**config.mk**
```make
export PLATFORM = sky130hd
export DESIGN_NAME = spi_reg_port
export DESIGN_NICKNAME = d
export VERILOG_FILES = /design/src/rtl/spi_reg_pkg.sv /design/src/rtl/spi_reg_ctrl.sv /design/src/rtl/spi_reg_dp.sv /design/src/rtl/spi_reg_port.sv
export SDC_FILE = /design/constraint.sdc
export NUM_CORES = 1
export LEC_CHECK = 0
export BUFFER_PORTS_ARGS = -buffer_cell sky130_fd_sc_hd__clkbuf_2
export CORE_MARGIN = 2
export CORE_UTILIZATION = 56
export CTS_BUF_LIST = sky130_fd_sc_hd__clkbuf_16
export DETAILED_ROUTE_END_ITERATION = 12
export HOLD_SLACK_MARGIN = 0.05
export PLACE_DENSITY = 0.9
export SKIP_LAST_GASP = 1
export SLEW_MARGIN = 5
export SYNTH_ARGS = -nofsm -noshare
export SYNTH_HDL_FRONTEND = slang
export SYNTH_SLANG_ARGS = --single-unit
```
**constraint.sdc**
```tcl
create_clock -name clk -period 1.9 [get_ports clk]
set_clock_uncertainty 0.1 [all_clocks]
set_input_delay 0.19 -clock clk [delete_from_list [all_inputs] [get_ports clk]]
set_output_delay 0.19 -clock clk [all_outputs]
set_load 0.01 [all_outputs]
```
**src/rtl/spi_reg_pkg.sv**
```systemverilog
package spi_reg_pkg;

  // One-cycle strobes from the frame controller to the datapath.
  typedef struct packed {
    logic shiftIn;      // take one bit from the synchronised data line
    logic captureAddr;  // header complete: latch the register offset
    logic loadRead;     // sample the storage read port into the transmit shifter
    logic startTx;      // falling edge that opens the data field
    logic shiftTx;      // advance the transmit shifter by one bit
    logic clearTx;      // chip select is low: silence the output
    logic commit;       // frame closed with the exact bit count
  } ctrlStrobes_t;

endpackage

```
**src/rtl/spi_reg_ctrl.sv**
```systemverilog
module spi_reg_ctrl
  import spi_reg_pkg::*;
#(
  parameter int FRAME_BITS  = 32,
  parameter int ADDR_BITS   = 6,
  parameter int DATA_BITS   = 24,
  parameter int SYNC_STAGES = 2
) (
  input  logic         clk,
  input  logic         rstN,
  input  logic         sclk,
  input  logic         csel,
  input  logic         mosi,
  output ctrlStrobes_t strobes,
  output logic         mosiS
);

  localparam int CNT_W = $clog2(FRAME_BITS + 2);
  localparam logic [CNT_W-1:0] CNT_SAT   = CNT_W'(FRAME_BITS + 1);
  localparam logic [CNT_W-1:0] CNT_FULL  = CNT_W'(FRAME_BITS);
  localparam logic [CNT_W-1:0] HDR_LAST  = CNT_W'(ADDR_BITS);
  localparam logic [CNT_W-1:0] TX_OPEN   = CNT_W'(FRAME_BITS - DATA_BITS - 1);
  localparam logic [CNT_W-1:0] TX_SHIFT  = CNT_W'(FRAME_BITS - DATA_BITS);

  logic [SYNC_STAGES-1:0] sclkPipe, csPipe, mosiPipe;
  logic sclkS, csS;
  logic sclkPrev, csPrev;
  logic sclkRise, sclkFall, csEnd;
  logic [CNT_W-1:0] bitCount, fallCount;
  logic capPend, loadPend;

  always_ff @(posedge clk or negedge rstN) begin
    if (!rstN) begin
      sclkPipe <= '0;
      csPipe   <= '0;
      mosiPipe <= '0;
    end else begin
      sclkPipe <= {sclkPipe[SYNC_STAGES-2:0], sclk};
      csPipe   <= {csPipe[SYNC_STAGES-2:0], csel};
      mosiPipe <= {mosiPipe[SYNC_STAGES-2:0], mosi};
    end
  end

  assign sclkS = sclkPipe[SYNC_STAGES-1];
  assign csS   = csPipe[SYNC_STAGES-1];
  assign mosiS = mosiPipe[SYNC_STAGES-1];

  assign sclkRise = csS & sclkS & ~sclkPrev;
  assign sclkFall = csS & ~sclkS & sclkPrev;
  assign csEnd    = ~csS & csPrev;

  always_ff @(posedge clk or negedge rstN) begin
    if (!rstN) begin
      sclkPrev  <= 1'b0;
      csPrev    <= 1'b0;
      bitCount  <= '0;
      fallCount <= '0;
      capPend   <= 1'b0;
      loadPend  <= 1'b0;
    end else begin
      sclkPrev <= sclkS;
      csPrev   <= csS;
      capPend  <= sclkRise && (bitCount == HDR_LAST);
      loadPend <= capPend;
      if (!csS) begin
        bitCount  <= '0;
        fallCount <= '0;
      end else begin
        if (sclkRise && bitCount != CNT_SAT) bitCount <= bitCount + 1'b1;
        if (sclkFall && fallCount != CNT_SAT) fallCount <= fallCount + 1'b1;
      end
    end
  end

  always_comb begin
    strobes             = '0;
    strobes.shiftIn     = sclkRise;
    strobes.captureAddr = capPend;
    strobes.loadRead    = loadPend;
    strobes.startTx     = sclkFall && (fallCount == TX_OPEN);
    strobes.shiftTx     = sclkFall && (fallCount >= TX_SHIFT);
    strobes.clearTx     = ~csS;
    strobes.commit      = csEnd && (bitCount == CNT_FULL);
  end

  // the read port is sampled one cycle after the offset is latched
  assert_load_after_capture_R4 : assert property (@(posedge clk) disable iff (!rstN)
    strobes.loadRead |-> $past(strobes.captureAddr));

  // a low chip select leaves no bit count behind for the next frame
  assert_count_cleared_R2 : assert property (@(posedge clk) disable iff (!rstN)
    !csS |=> (bitCount == '0) && (fallCount == '0));

endmodule

```
**src/rtl/spi_reg_dp.sv**
```systemverilog
module spi_reg_dp
  import spi_reg_pkg::*;
#(
  parameter int FRAME_BITS = 32,
  parameter int ADDR_BITS  = 6,
  parameter int DATA_BITS  = 24
) (
  input  logic                 clk,
  input  logic                 rstN,
  input  ctrlStrobes_t         strobes,
  input  logic                 mosiS,
  input  logic                 csel,
  input  logic [DATA_BITS-1:0] regRdData,
  output logic [ADDR_BITS-1:0] regAddr,
  output logic [DATA_BITS-1:0] regWrData,
  output logic                 regWrEn,
  output logic                 miso
);

  localparam int HDR_FLAG = ADDR_BITS;  // flag position once the header has arrived

  logic [FRAME_BITS-1:0] rxShift;
  logic [ADDR_BITS-1:0]  addrQ;
  logic [DATA_BITS-1:0]  txShift;
  logic                  txActive;
  logic                  wrEnQ;

  always_ff @(posedge clk or negedge rstN) begin
    if (!rstN) begin
      rxShift  <= '0;
      addrQ    <= '0;
      txShift  <= '0;
      txActive <= 1'b0;
      wrEnQ    <= 1'b0;
    end else begin
      if (strobes.shiftIn) rxShift <= {rxShift[FRAME_BITS-2:0], mosiS};
      if (strobes.captureAddr) addrQ <= rxShift[ADDR_BITS-1:0];
      if (strobes.loadRead)
        txShift <= rxShift[HDR_FLAG] ? '0 : regRdData;
      else if (strobes.shiftTx)
        txShift <= {txShift[DATA_BITS-2:0], 1'b0};
      if (strobes.clearTx) txActive <= 1'b0;
      else if (strobes.startTx) txActive <= 1'b1;
      wrEnQ <= strobes.commit & rxShift[FRAME_BITS-1];
    end
  end

  assign regAddr   = addrQ;
  assign regWrData = rxShift[DATA_BITS-1:0];
  assign regWrEn   = wrEnQ;
  assign miso      = csel & txActive & txShift[DATA_BITS-1];

  // a committed write strobes for a single cycle
  assert_wr_single_R5 : assert property (@(posedge clk) disable iff (!rstN)
    regWrEn |=> !regWrEn);

  // the offset does not move while a write is presented
  assert_wr_addr_stable_R3 : assert property (@(posedge clk) disable iff (!rstN)
    regWrEn |-> $stable(regAddr));

  // the transmit shifter is never reloaded while it is driving the line
  assert_no_load_during_tx_R4 : assert property (@(posedge clk) disable iff (!rstN)
    txActive |-> !strobes.loadRead);

endmodule

```
**src/rtl/spi_reg_port.sv**
```systemverilog
module spi_reg_port
  import spi_reg_pkg::*;
#(
  parameter int FRAME_BITS  = 32,
  parameter int ADDR_BITS   = 6,
  parameter int DATA_BITS   = 24,
  parameter int SYNC_STAGES = 2
) (
  input  logic                 clk,
  input  logic                 rstN,
  input  logic                 sclk,
  input  logic                 csel,
  input  logic                 mosi,
  output logic                 miso,
  output logic [ADDR_BITS-1:0] regAddr,
  output logic [DATA_BITS-1:0] regWrData,
  output logic                 regWrEn,
  input  logic [DATA_BITS-1:0] regRdData
);

  ctrlStrobes_t strobes;
  logic         mosiS;

  spi_reg_ctrl #(
    .FRAME_BITS (FRAME_BITS),
    .ADDR_BITS  (ADDR_BITS),
    .DATA_BITS  (DATA_BITS),
    .SYNC_STAGES(SYNC_STAGES)
  ) i_ctrl (
    .clk    (clk),
    .rstN   (rstN),
    .sclk   (sclk),
    .csel   (csel),
    .mosi   (mosi),
    .strobes(strobes),
    .mosiS  (mosiS)
  );

  spi_reg_dp #(
    .FRAME_BITS(FRAME_BITS),
    .ADDR_BITS (ADDR_BITS),
    .DATA_BITS (DATA_BITS)
  ) i_dp (
    .clk      (clk),
    .rstN     (rstN),
    .strobes  (strobes),
    .mosiS    (mosiS),
    .csel     (csel),
    .regRdData(regRdData),
    .regAddr  (regAddr),
    .regWrData(regWrData),
    .regWrEn  (regWrEn),
    .miso     (miso)
  );

endmodule

```
**Yosys cells after proc, flatten, opt, wreduce, memory -nomap -nowiden**

Cells that the tools add are included.

- $add $sub $neg: 2
- Order comparisons: 1
- Equality and inequality tests: 8
- Multiplexer cells: 9
- Bitwise logic cells: 11
- Reduce and logical (&&, ||, !) cells: 7

Operator list:

| operator | count |
|---|---|
| 2-to-1 mux 24 bit | 3 |
| 2-to-1 mux 6 bit | 4 |
| adder 6 x 1 -> 6 bit, second input constant | 2 |
| equality test 6 x 3 -> 1 bit, second input constant | 2 |
| inequality test 6 bit, second input constant | 2 |
| bitwise AND 1 bit | 8 |
| equality test 6 bit, second input constant | 1 |
| >= comparator 6 x 4 -> 1 bit, second input constant | 1 |
| logical AND 1 bit | 6 |
| inequality test 2 bit, second input constant | 2 |
| NOT 1 bit | 3 |
| 2-to-1 mux 1 bit | 2 |
| inequality test 2 x 1 -> 1 bit, second input constant | 1 |
| nonzero test 2 bit | 1 |

- Register bits: 86
- Input bits: 29
- Output and inout port bits: 32
- Logic and storage cells: 52

**Depth between registers and ports, before layout**

Gate-level depths: netlist (run 1).

- Depth in word-level cells: 6
- Depth in mapped cells: 6
- Gate-level depth less buffers: 5

**Hierarchy**

Synthesis (run 1) repeated with hierarchy kept, for this count alone.

- Cells, all modules: 291
- Area total of the unflattened synthesis: 4025.1 sq um

Modules (own cells, without submodules):

| module | instances | cells each | area each (sq um) | seq. area each (sq um) |
|---|---|---|---|---|
| spi_reg_dp | 1 | 194 | 2981.6 | 1601.5 |
| spi_reg_ctrl | 1 | 97 | 1043.5 | 550.5 |

**Worst setup path before layout (run 1)**

Ideal clock, no wire load.

- Path type: reg2reg
- From: reg i_ctrl.bitCount[2]
- To: reg i_ctrl.bitCount[0]
- Library setup time: 0.129 ns
- Arrival time: 1.265 ns
- Required time: 1.671 ns
- Path slack: 0.406 ns
- Stages on the path, launching flop included: 4
- Buffers on the path: 0
- Period minus slack after synthesis: 1.494 ns
- Path through: dfrtp_1 > or4b_4 > o21a_1 > mux2i_1

- Word-level cells in the longest chain between the ends: 3

Ends and longest elaborated chain:

| element | line | RTL |
|---|---|---|
| start, declared | spi_reg_ctrl.sv:29 | `logic [CNT_W-1:0] bitCount, fallCount;` |
| start signal, assigned | spi_reg_ctrl.sv:69 | `if (sclkRise && bitCount != CNT_SAT) bitCount <= bitCount + 1'b1;` |
| inequality test 6 bit | spi_reg_ctrl.sv:69 |  |
| logical AND 1 bit | spi_reg_ctrl.sv:69 |  |
| inequality test 2 bit (no line) | n/a |  |

No other way between the ends.
A chain may end at the register's enable or synchronous reset.

**Final worst setup path (run 1)**

- From: reg i_ctrl.csPipe[1]
- To: reg i_dp.txShift[10]

- Word-level cells in the longest chain between the ends: 4

Ends and longest elaborated chain:

| element | line | RTL |
|---|---|---|
| start, declared | spi_reg_ctrl.sv:25 | `logic [SYNC_STAGES-1:0] sclkPipe, csPipe, mosiPipe;` |
| start signal, assigned | spi_reg_ctrl.sv:39 | `csPipe <= {csPipe[SYNC_STAGES-2:0], csel};` |
| bitwise AND 1 bit (2 in a row) | spi_reg_ctrl.sv:49 | `assign sclkFall = csS & ~sclkS & sclkPrev;` |
| logical AND 1 bit | spi_reg_ctrl.sv:81 | `strobes.shiftTx = sclkFall && (fallCount >= TX_SHIFT);` |
| nonzero test 2 bit (no line) | n/a |  |
| end signal, assigned | spi_reg_dp.sv:39 | `txShift <= rxShift[HDR_FLAG] ? '0 : regRdData;` |
| end signal, assigned | spi_reg_dp.sv:41 | `txShift <= {txShift[DATA_BITS-2:0], 1'b0};` |
| end, declared | spi_reg_dp.sv:24 | `logic [DATA_BITS-1:0] txShift;` |

No other way between the ends.

==> results of run 1 <==
registers in the layout, summed over array words and instances, names as in the netlist:
| signal | flops |
|---|---|
| i_ctrl.capPend | 1 |
| i_ctrl.csPrev | 1 |
| i_dp.regWrEn | 1 |
| i_ctrl.bitCount | 6 |
| i_ctrl.mosiPipe | 2 |
| i_ctrl.csPipe | 2 |
| i_ctrl.fallCount | 6 |
| i_dp.txShift | 24 |
| i_dp.rxShift | 32 |
| i_ctrl.sclkPrev | 1 |
| i_ctrl.loadPend | 1 |
| i_dp.txActive | 1 |
| i_ctrl.sclkPipe | 2 |
| i_dp.regAddr | 6 |
logic make-up (layout without fill, tap and decap cells):
family / count (synthesis) / after routing / synth area share [%]
adder cells (fa/ha/maj): 7 / 7 / 2.23
multiplexers: 12 / 12 / 3.25
buffers and inverters: 52 / 121 / 7.57
AND/OR/NAND/NOR: 166 / 166 / 19.9
AO/OA/AOI/OAI: 60 / 60 / 12.3
flip-flops: 86 / 86 / 54.7
stage by stage:
step	setup WS [ns]	hold WS [ns]	total power, uW	instances	utilization, %
floorplan	0.406	-0.206	2130	383	-
global placement	0.233	0.0408	2210	505	61.4
detailed placement	0.154	0.0488	2220	505	61.4
CTS	0.109	0.0517	4190	548	70.2
global route	0.0238	0.0645	4330	548	70.3
finish	0.161	0.0642	4180	548	70.3
synth_stat cells, types with 5 or more instances:
master	n
nor2b_1	22
a221o_1	21
mux2_2	6
dfrtp_1	86
a21boi_0	13
inv_1	8
buf_4	24
buf_2	9
ha_1	7
a21oi_1	5
a21boi_1	6
nand3b_1	5
mux2i_1	6
nand2_1	110
nand2b_1	7
clkbuf_1	10
worst min path at each step:
stage / to
after floorplan: i_ctrl.bitCount[0]$_DFFE_PN0P_
final: i_dp.txShift[20]$_DFFE_PN0P_
after global routing: i_dp.txShift[20]$_DFFE_PN0P_
after detailed placement: i_dp.txShift[12]$_DFFE_PN0P_
after global placement: i_dp.txShift[11]$_DFFE_PN0P_
after CTS: i_dp.txShift[20]$_DFFE_PN0P_
power by group:
part / internal, uW / total [uW] / switching (uW) / leakage (uW)
Clock: 1170 / 1940 / 768 / 0.000162
Sequential: 1890 / 1950 / 62.9 / 0.00116
Combinational: 129 / 290 / 161 / 0.00115
Total: 3190 / 4180 / 991 / 0.00248
repair_timing:
item / in CTS / in global routing
hold endpoints to repair: 55 / 0
endpoints found under the setup margin: 0 / 1
resized for setup: 0 / 1
hold buffers: 27 / 0
critical path, cell delays in order, from the launching register on:
cell     delay, ns
dfrtp_1       0.56
inv_1         0.24
nor3_2        0.25
buf_4         0.31
a221o_1       0.22
per-layer routing:
metal	vias to the layer above	wire, microns
met5	-	0
met4	0	211
met3	22	457
met2	103	4710
met1	1450	3600
li1	1397	-
cells in the final DEF, fill, tap and decap left out, types with 2 or more instances in the layout:
master         netlist  layout
o211ai_1             2       2
nor3_2               2       2
nand2_1            110     110
and3b_1              3       3
clkbuf_16            0       9
inv_6                0       2
a21boi_0            13      13
bufinv_16            0       2
nand3b_1             5       5
mux2i_1              6       6
a221o_1             21      21
buf_4               24      10
ha_1                 7       7
a21boi_1             6       6
mux2_2               6       6
o21ai_0              4       4
nor2b_1             22      22
dlygate4sd3_1        0      27
nor2_1               4       4
inv_1                8       8
nand3_1              4       4
clkbuf_2             1      59
nand2b_1             7       7
dfrtp_1             86      86
a21oi_1              5       5
or3_1                3       2
o21a_1               2       2
area by class of cell:
type | count | area [sq um]
Inverter | 8 | 30.0
Sequential cell | 86 | 2150
Tap cell | 96 | 120
Timing Repair Buffer | 97 | 661
Clock buffer | 9 | 225
Fill cell | 440 | 2020
Clock inverter | 7 | 103
Multi-Input combinational cell | 245 | 1490
==> results by group, run 1 <==
Job
  • Max-Cap Viols: 0

Yosys
  • Synth Instances: 383
  • Syn avg cell area: 10.3 sq um
  • Post-synth EDFFs: 0
  • Mapped Area: 0.00393 sq mm
  • Synth area leaders: dfrtp_1 55%, nand2_1 11%, a221o_1 5.3%, buf_4 4.6%, nor2b_1 3.5%
  • YS warnings: 0
  • Top-area cell type share of the netlist area: 54.7%
  • Top FF cell, synth: dfrtp_1
  • Syn nets: 419
  • Async set-or-reset flop fraction in the synthesized netlist: 100%
  • Sequential share of the synthesized area: 54.7%
  • Synth area leader: dfrtp_1
  • Synth Register Bits: 86
  • Netlist cell types: 38

Drt
  • Drt first pass iters: 4
  • Via density: 5.42
  • Vias: 2972
  • DR iter-0 viols: 254
  • Post-route ant nets: 0
  • # DRC: 0
  • Wire length per cell: 16.4 microns
  • Routed wire length: 8980 microns

Clock network
  • Clock sinks: 86
  • Cts bufs inserted: 9
  • Worst-path clk slew: 0.07 ns
  • Max clock buf depth: 2
  • # Post-CTS Setup Buffers: 0
  • CTS tree: done
  • CTS root buf: clkbuf_16
  • Worst-Skew Late Latency: 0.34 ns
  • H-tree depth: 3

Global routing
  • First-pass GRT wire length: 14600 microns
  • Met3 usage: 5.75%
  • Number of global-route vias before repair: 3009
  • Global route overflow: 0
  • Grt peak-use layer: met2
  • GR Util met1: 30.0%
  • Global Route Usage Sum: 24.7%
  • Global routing usage on met2: 42.9%
  • Initial antenna violation count: 0
  • Largest net degree at the start of global routing: 40

Worst setup path
  • Launching point of the worst reg2reg path: i_ctrl.csPipe[1]$_DFF_PN0_
  • Crit path max fanout: 24
  • Crit path launch type: flop
  • Setup crit start: i_ctrl.csPipe[1]$_DFF_PN0_
  • Setup crit end kind: flop
  • Required @ worst endpoint: 2.07 ns
  • Setup slack, reg-to-reg: 0.16 ns
  • Critical Path Sink: i_dp.txShift[10]$_DFFE_PN0P_
  • Reg2Reg Depth: 4
  • Crit Path Class: reg2reg
  • Reg2Reg Capture Point: i_dp.txShift[10]$_DFFE_PN0P_
  • Arrival @ worst endpoint: 1.91 ns

Floorplanning
  • Die width: 87.8 microns
  • Initial Util: 57.9%
  • Die area: 0.00771 sq mm
  • Io pins: 61
  • FP Rows: 30
  • Die Y: 87.8 microns
  • Core ar.: 0.00679 sq mm

Pwr
  • P_leak: 0.00248 uW
  • PwrDens: 875 mW/mm^2
  • Peak supply drop: 0.510 mV

Place
  • Final weighted congestion in routability-driven placement: 0.819
  • DP Wirelength: 5030 microns
  • Placement Cell Area: 0.00417 sq mm
  • Port buffer count: 60

STA
  • Tcrit/Tclk final: 91.5%
  • Worst rel slew slack: 71.9%
  • Final min period: 1.74 ns
  • RSZ-0062 raised after global routing: no
  • Setup TNS: 0 ns
  • Max-slew violation count: 0
  • Worst Tran Pin Value: 0.421 ns
  • Fmax: 575 MHz
  • Setup Viol. Count Final: 0
  • Fin. Hold Viols: 0

Cells and area
  • # diodes: 0
  • Layout cells sized above 1: 21.2%
  • Syn-to-layout area delta: 21.5%
  • Finished Cell Area: 0.00478 sq mm
  • Final nets: 483

Min path
  • Hold Startpoint: regRdData[20]
  • Hold Path Class: in2reg
  • Hold Path Depth: 3

Outcome
  • Status: finished clean
(Power assumes the default switching activity.)
==> inputs of run 2 (changes only) <==
Settings changed: CELL_PAD_IN_SITES_DETAIL_PLACEMENT from default to 1, CELL_PAD_IN_SITES_GLOBAL_PLACEMENT from default to 1, CORE_UTILIZATION 56 to 44.
==> run 2 against run 1 <==
  * Final cell count grew 2.7%
  * Highest routed layer unchanged
  * Wire length grew 13%
  * Critical path type unchanged
  * Critical endpoint is now i_dp.txShift[11]$_DFFE_PN0P_
  * Power shrank 3.8%
==> results by group, run 2 (same netlist as run 1, synthesis figures left out) <==
Drt
  • Wire length per cell: 18.1 microns (+10%)
  • # DRC: 0 (unchanged)
  • Via density: 5.33 (-1.7%)
  • Post-route ant nets: 0 (unchanged)
  • Routed wire length: 10200 microns (+13%)
  • DR iter-0 viols: 101 (-60%)
  • Vias: 3000 (+0.94%)
  • Drt first pass iters: 4 (unchanged)

Place
  • DP Wirelength: 5960 microns (+19%)
  • Port buffer count: 60 (unchanged)
  • DP Cell Count: 519 (+2.8%)
  • Final weighted congestion in routability-driven placement: 0.747 (-8.8%)

Cells and area
  • Commonest non-fill, non-tap cells in the layout: 110 x nand2_1, 86 x dfrtp_1, 59 x clkbuf_2
  • Most common cell after layout, fill and taps aside: nand2_1
  • Largest register by flop count: i_dp.rxShift
  • Fill count: 957 (+120%)
  • Multi-input logic area: 0.00148 sq mm (-0.34%)
  • Final nets: 486 (+0.62%)
  • Layout cells sized above 1: 21.1% (-0.14 points)
  • Syn-to-layout area delta: 22.3%
  • Largest registers: i_dp.rxShift: 32 flops, i_dp.txShift: 24 flops
  • # diodes: 0 (unchanged)
  • End-of-flow core utilization: 55.4% (-15 points)
  • Sequential Area: 0.00215 sq mm (unchanged)
  • Max reg flops: 32 (unchanged)
  • Fin cells: 563 (+2.7%)

Job
  • Max-Cap Viols: 0 (unchanged)

Worst setup path
  • CP max stage delay: 0.47 ns (-0.09 ns)
  • Worst path cell trace: or3_1 > buf_12 > a21boi_0 > a221o_1
  • Launching point of the worst reg2reg path: i_ctrl.fallCount[3]$_DFFE_PN0P_
  • Setup slack, reg-to-reg: 0.16 ns (about the same)
  • Crit path launch type: flop
  • Setup crit start: i_ctrl.fallCount[3]$_DFFE_PN0P_
  • Worst Path Buf+Inv: 1 (-1)
  • Arrival @ worst endpoint: 1.91 ns (about the same)
  • Required @ worst endpoint: 2.07 ns (about the same)
  • Crit path max fanout: 23 (-4.2%)
  • Setup crit end kind: flop
  • Cell family with most CP delay: compound AO/OA/AOI/OAI gates
  • Slowest stage cell, crit path: dfrtp_1
  • Crit Path Class: reg2reg

Global routing
  • Global route overflow: 0 (unchanged)
  • Grt peak-use layer: met2
  • Global Route Usage Sum: 22.1% (-2.6 points)
  • First-pass GRT wire length: 17000 microns (+16%)
  • Met3 usage: 4.96% (-0.78 points)
  • Largest net degree at the start of global routing: 37 (-7.5%)
  • Initial antenna violation count: 0 (unchanged)
  • Number of global-route vias before repair: 3379 (+12%)
  • GR Util met1: 27.1% (-2.9 points)
  • Global routing usage on met2: 38.8% (-4.1 points)

Clock network
  • # Post-CTS Setup Buffers: 0 (unchanged)
  • Worst-Skew Late Latency: 0.34 ns (about the same)
  • Clock sinks: 86 (unchanged)
  • Worst-path clk slew: 0.07 ns (about the same)
  • CTS root buf: clkbuf_16
  • Max clock buf depth: 2 (unchanged)
  • Hold buffers post-CTS: 28 (+3.7%)
  • Cts bufs inserted: 9 (unchanged)
  • CTS resizes: 0 (unchanged)
  • CTS tree: done
  • H-tree depth: 3 (unchanged)

Floorplanning
  • Die Y: 98.5 microns (+12%)
  • Initial Util: 45.3% (-13 points)
  • FP Rows: 34 (+13%)
  • Core ar.: 0.00868 sq mm (+28%)
  • Io pins: 61 (unchanged)
  • Die area: 0.00971 sq mm (+26%)
  • Die width: 98.5 microns (+12%)

Min path
  • Hold Startpoint: i_ctrl.mosiPipe[0]$_DFF_PN0_
  • Hold Path Class: reg2reg

STA
  • Max-slew violation count: 0 (unchanged)
  • Fin. Hold Viols: 0 (unchanged)
  • Final min period: 1.74 ns (+0.00218 ns)
  • Worst Tran Pin Value: 0.504 ns (+0.0825 ns)
  • Worst rel slew slack: 66.4% (-5.5 points)
  • Setup TNS: 0 ns (unchanged)
  • Setup Viol. Count Final: 0 (unchanged)
  • Tcrit/Tclk final: 91.6% (+0.11 points)
  • Fmax: 574 MHz (-0.13%)
  • RSZ-0062 raised after global routing: no

Pwr
  • PwrDens: 836 mW/mm^2 (-4.4%)
  • Peak supply drop: 0.566 mV (+11%)
  • P_leak: 0.00248 uW (+0.12%)

Outcome
  • Status: finished clean
run 2: cell types whose count changed in the layout (fill, tap and decap cells not counted):
cell / before / now
buf_12: 1 / 3
bufinv_16: 2 / 1
clkinv_1: 0 / 1
clkinv_4: 1 / 2
clkinvlp_4: 0 / 1
dlygate4sd3_1: 27 / 28
inv_6: 2 / 1
inv_8: 1 / 0
or3_1: 2 / 3
or3_4: 1 / 0
run 2: path summary, 6_finish.rpt:
path | to | cells after the start
min in group asynchronous | i_dp.txShift[15]$_DFFE_PN0P_ | 2
max in group asynchronous | i_dp.rxShift[11]$_DFFE_PN0P_ | 3
worst min register to register | i_ctrl.mosiPipe[1]$_DFF_PN0_ | 0
worst max-delay path | i_dp.txShift[11]$_DFFE_PN0P_ | 4
worst max register to register | i_dp.txShift[11]$_DFFE_PN0P_ | 4
worst min-delay path | i_ctrl.mosiPipe[1]$_DFF_PN0_ | 0
run 2: final cells by class:
| class | count | area share, % |
|---|---|---|
| clock inverter | 7 | 1.51 |
| inverter | 8 | 0.625 |
| clock buffer | 9 | 4.69 |
| timing repair buffer | 100 | 14.8 |
| sequential | 86 | 44.8 |
| multi-input combinational | 245 | 30.8 |
| tap | 108 | 2.81 |
run 2: through the flow:
step / setup slack, ns / hold WS, ns / area (sq um) / power [uW]
final: 0.159 / 0.249 / 4810 / 4020
after global routing: 0.0854 / 0.261 / 4810 / 4180
after CTS: 0.272 / 0.251 / 4810 / 4050
after detailed placement: 0.299 / 0.0884 / 4230 / 2240
after global placement: 0.374 / 0.0787 / 4230 / 2220
after floorplan: 0.406 / -0.206 / 3930 / 2130
run 2: power by group:
group,switching [uW],total (uW),internal [uW]
registers,61.4,1950,1890
logic,168,299,132
clock network,750,1770,1020
run 2: per-layer routing:
layer | vias to the layer above | share of wire, %
met4 | 0 | 2.3
met1 | 1510 | 42
met5 | - | 0
met2 | 71 | 52
met3 | 19 | 3.5
li1 | 1400 | -
==> inputs of run 3 (changes only) <==
Settings changed: CORE_ASPECT_RATIO from default to 0.7.
==> run 3 against run 2 <==
  * Setup slack worse by 0.031 ns
  * Core utilization up 0.97 points
  * Largest power group unchanged
  * Die area up 0.12%
  * Critical path depth unchanged
  * First-iteration DRC count rose to 2.6 times the previous value
==> results by group, run 3 (same netlist as run 1, synthesis figures left out) <==
Cells and area
  • Largest register by flop count: i_dp.rxShift
  • Most common cell after layout, fill and taps aside: nand2_1
  • Max reg flops: 32 (unchanged)
  • End-of-flow core utilization: 56.4% (+0.97 points)
  • Final nets: 484 (-0.41%)
  • Fill count: 948 (-0.94%)
  • Largest registers: i_dp.rxShift: 32 flops, i_dp.txShift: 24 flops
  • Layout cells sized above 1: 21.0% (-0.13 points)
  • Commonest non-fill, non-tap cells in the layout: 110 x nand2_1, 86 x dfrtp_1, 59 x clkbuf_2
  • Syn-to-layout area delta: 22.6%
  • Fin cells: 574 (+2.0%)

Clock network
  • CTS root buf: clkbuf_16
  • H-tree depth: 3 (unchanged)
  • Hold buffers post-CTS: 28 (unchanged)
  • Max clock buf depth: 2 (unchanged)
  • CTS resizes: 0 (unchanged)
  • CTS tree: done
  • Worst-path clk slew: 0.07 ns (about the same)
  • # Post-CTS Setup Buffers: 0 (unchanged)
  • Worst-Skew Late Latency: 0.34 ns (about the same)
  • Clock sinks: 86 (unchanged)
  • Cts bufs inserted: 9 (unchanged)

Global routing
  • Largest net degree at the start of global routing: 38 (+2.7%)
  • Global Route Usage Sum: 26.1% (+3.9 points)
  • Global route overflow: 0 (unchanged)
  • First-pass GRT wire length: 19000 microns (+12%)
  • Number of global-route vias before repair: 3455 (+2.2%)
  • Initial antenna violation count: 2 (+2)

Drt
  • Post-route ant nets: 0 (unchanged)
  • Drt first pass iters: 5 (+1)
  • # DRC: 0 (unchanged)
  • Vias: 3153 (+5.1%)
  • Met1 WL: 5020 microns (+17%)
  • Metal2 WL: 5950 microns (+12%)
  • Via density: 5.49 (+3.1%)
  • Routed wire length: 11800 microns (+16%)
  • Met3 wire len: 478 microns (+32%)
  • DR iter-0 viols: 265 (+160%)
  • Max Used Layer: met5
  • Wire length per cell: 20.6 microns (+14%)

Worst setup path
  • Reg2Reg Depth: 4 (unchanged)
  • Arrival @ worst endpoint: 1.90 ns (about the same)
  • Setup crit end kind: flop
  • Crit path max fanout: 23 (unchanged)
  • Setup slack, reg-to-reg: 0.13 ns (-0.03 ns)
  • Worst path cell trace: and3b_1 > buf_4 > a21boi_0 > a221o_1
  • Crit path launch type: flop
  • Required @ worst endpoint: 2.02 ns (-0.05 ns)
  • Launching point of the worst reg2reg path: i_ctrl.csPipe[1]$_DFF_PN0_
  • CP max stage delay: 0.56 ns (+0.09 ns)
  • Stages on the worst setup path: 4 (unchanged)
  • Cell family with most CP delay: flip-flops
  • Setup crit start: i_ctrl.csPipe[1]$_DFF_PN0_
  • Worst Path Buf+Inv: 1 (unchanged)
  • Slowest stage cell, crit path: dfrtp_1
  • Reg2Reg Capture Point: i_dp.txShift[13]$_DFFE_PN0P_
  • Crit Path Class: reg2reg
  • Critical Path Sink: i_dp.txShift[13]$_DFFE_PN0P_

Floorplanning
  • Core ar.: 0.00855 sq mm (-1.5%)
  • Die width: 117 microns (+19%)
  • Initial Util: 46.0% (+0.69 points)
  • Die Y: 83.1 microns (-16%)
  • Io pins: 61 (unchanged)
  • Die area: 0.00972 sq mm (+0.12%)
  • FP Rows: 28 (-18%)

Place
  • DP Cell Count: 529 (+1.9%)
  • DP Wirelength: 6280 microns (+5.3%)
  • Final weighted congestion in routability-driven placement: 0.795 (+6.4%)
  • Port buffer count: 60 (unchanged)

STA
  • RSZ-0062 raised after global routing: no
  • Worst rel slew slack: 64.5% (-1.9 points)
  • Fin. Hold Viols: 0 (unchanged)
  • Max-slew violation count: 0 (unchanged)
  • Final min period: 1.77 ns (+0.0307 ns)
  • Worst Tran Pin Value: 0.532 ns (+0.0288 ns)
  • Setup Viol. Count Final: 0 (unchanged)
  • Fmax: 564 MHz (-1.7%)
  • Tcrit/Tclk final: 93.2% (+1.6 points)
  • Setup TNS: 0 ns (unchanged)

Min path
  • Hold Path Depth: 0 (unchanged)
  • Hold Path Class: reg2reg

Job
  • Max-Cap Viols: 0 (unchanged)

Pwr
  • PwrDens: 851 mW/mm^2 (+1.7%)
  • Peak supply drop: 0.465 mV (-18%)
  • P_leak: 0.00248 uW (about the same)

Outcome
  • Status: finished clean
run 3: cell count changes in the layout (fill, tap and decap cells not counted), sizes merged:
cell and change:
diode +1, inv +1, clkinvlp -1, buf -2
run 3: worst min-delay path by stage:
stage	slack (ns)	to	start
after floorplan	-0.21	i_ctrl.bitCount[0]$_DFFE_PN0P_	rstN
after global placement	0.09	i_dp.txShift[10]$_DFFE_PN0P_	rstN
after detailed placement	0.09	i_dp.txShift[9]$_DFFE_PN0P_	rstN
after CTS	0.25	i_ctrl.csPipe[1]$_DFF_PN0_	i_ctrl.csPipe[0]$_DFF_PN0_
after global routing	0.27	i_ctrl.csPipe[1]$_DFF_PN0_	i_ctrl.csPipe[0]$_DFF_PN0_
final	0.26	i_ctrl.mosiPipe[1]$_DFF_PN0_	i_ctrl.mosiPipe[0]$_DFF_PN0_
run 3: per-layer routing:
layer / GRT usage, % / up-vias
met1: 33.5 / 1631
met3: 4.67 / 28
met5: 0 / -
met4: 11.9 / 2
met2: 42.7 / 97
li1: - / 1395
run 3: area by class of cell:
type | instances | area [sq um] | share of cell area, %
timing repair buffer | 98 | 696 | 14.4
inverter | 8 | 30.0 | 0.623
antenna | 1 | 2.50 | 0.0519
multi-input combinational | 245 | 1480 | 30.7
clock buffer | 9 | 225 | 4.67
clock inverter | 7 | 81.3 | 1.69
tap | 120 | 150 | 3.12
sequential | 86 | 2150 | 44.7
run 3: report_power, final:
group          internal [uW]  switching (uW)
combinational            130             176
sequential              1890            73.6
clock                   1040             795
run 3: metrics by stage:
step / power (uW) / hold slack [ns] / instance area, sq um / setup WS, ns
2_1_floorplan: 2130 / -0.206 / 3930 / 0.406
3_3_place_gp: 2220 / 0.0904 / 4230 / 0.353
3_5_place_dp: 2230 / 0.0937 / 4230 / 0.274
4_1_cts: 4080 / 0.246 / 4820 / 0.256
5_1_grt: 4260 / 0.270 / 4820 / 0.00432
6_report: 4100 / 0.261 / 4820 / 0.128
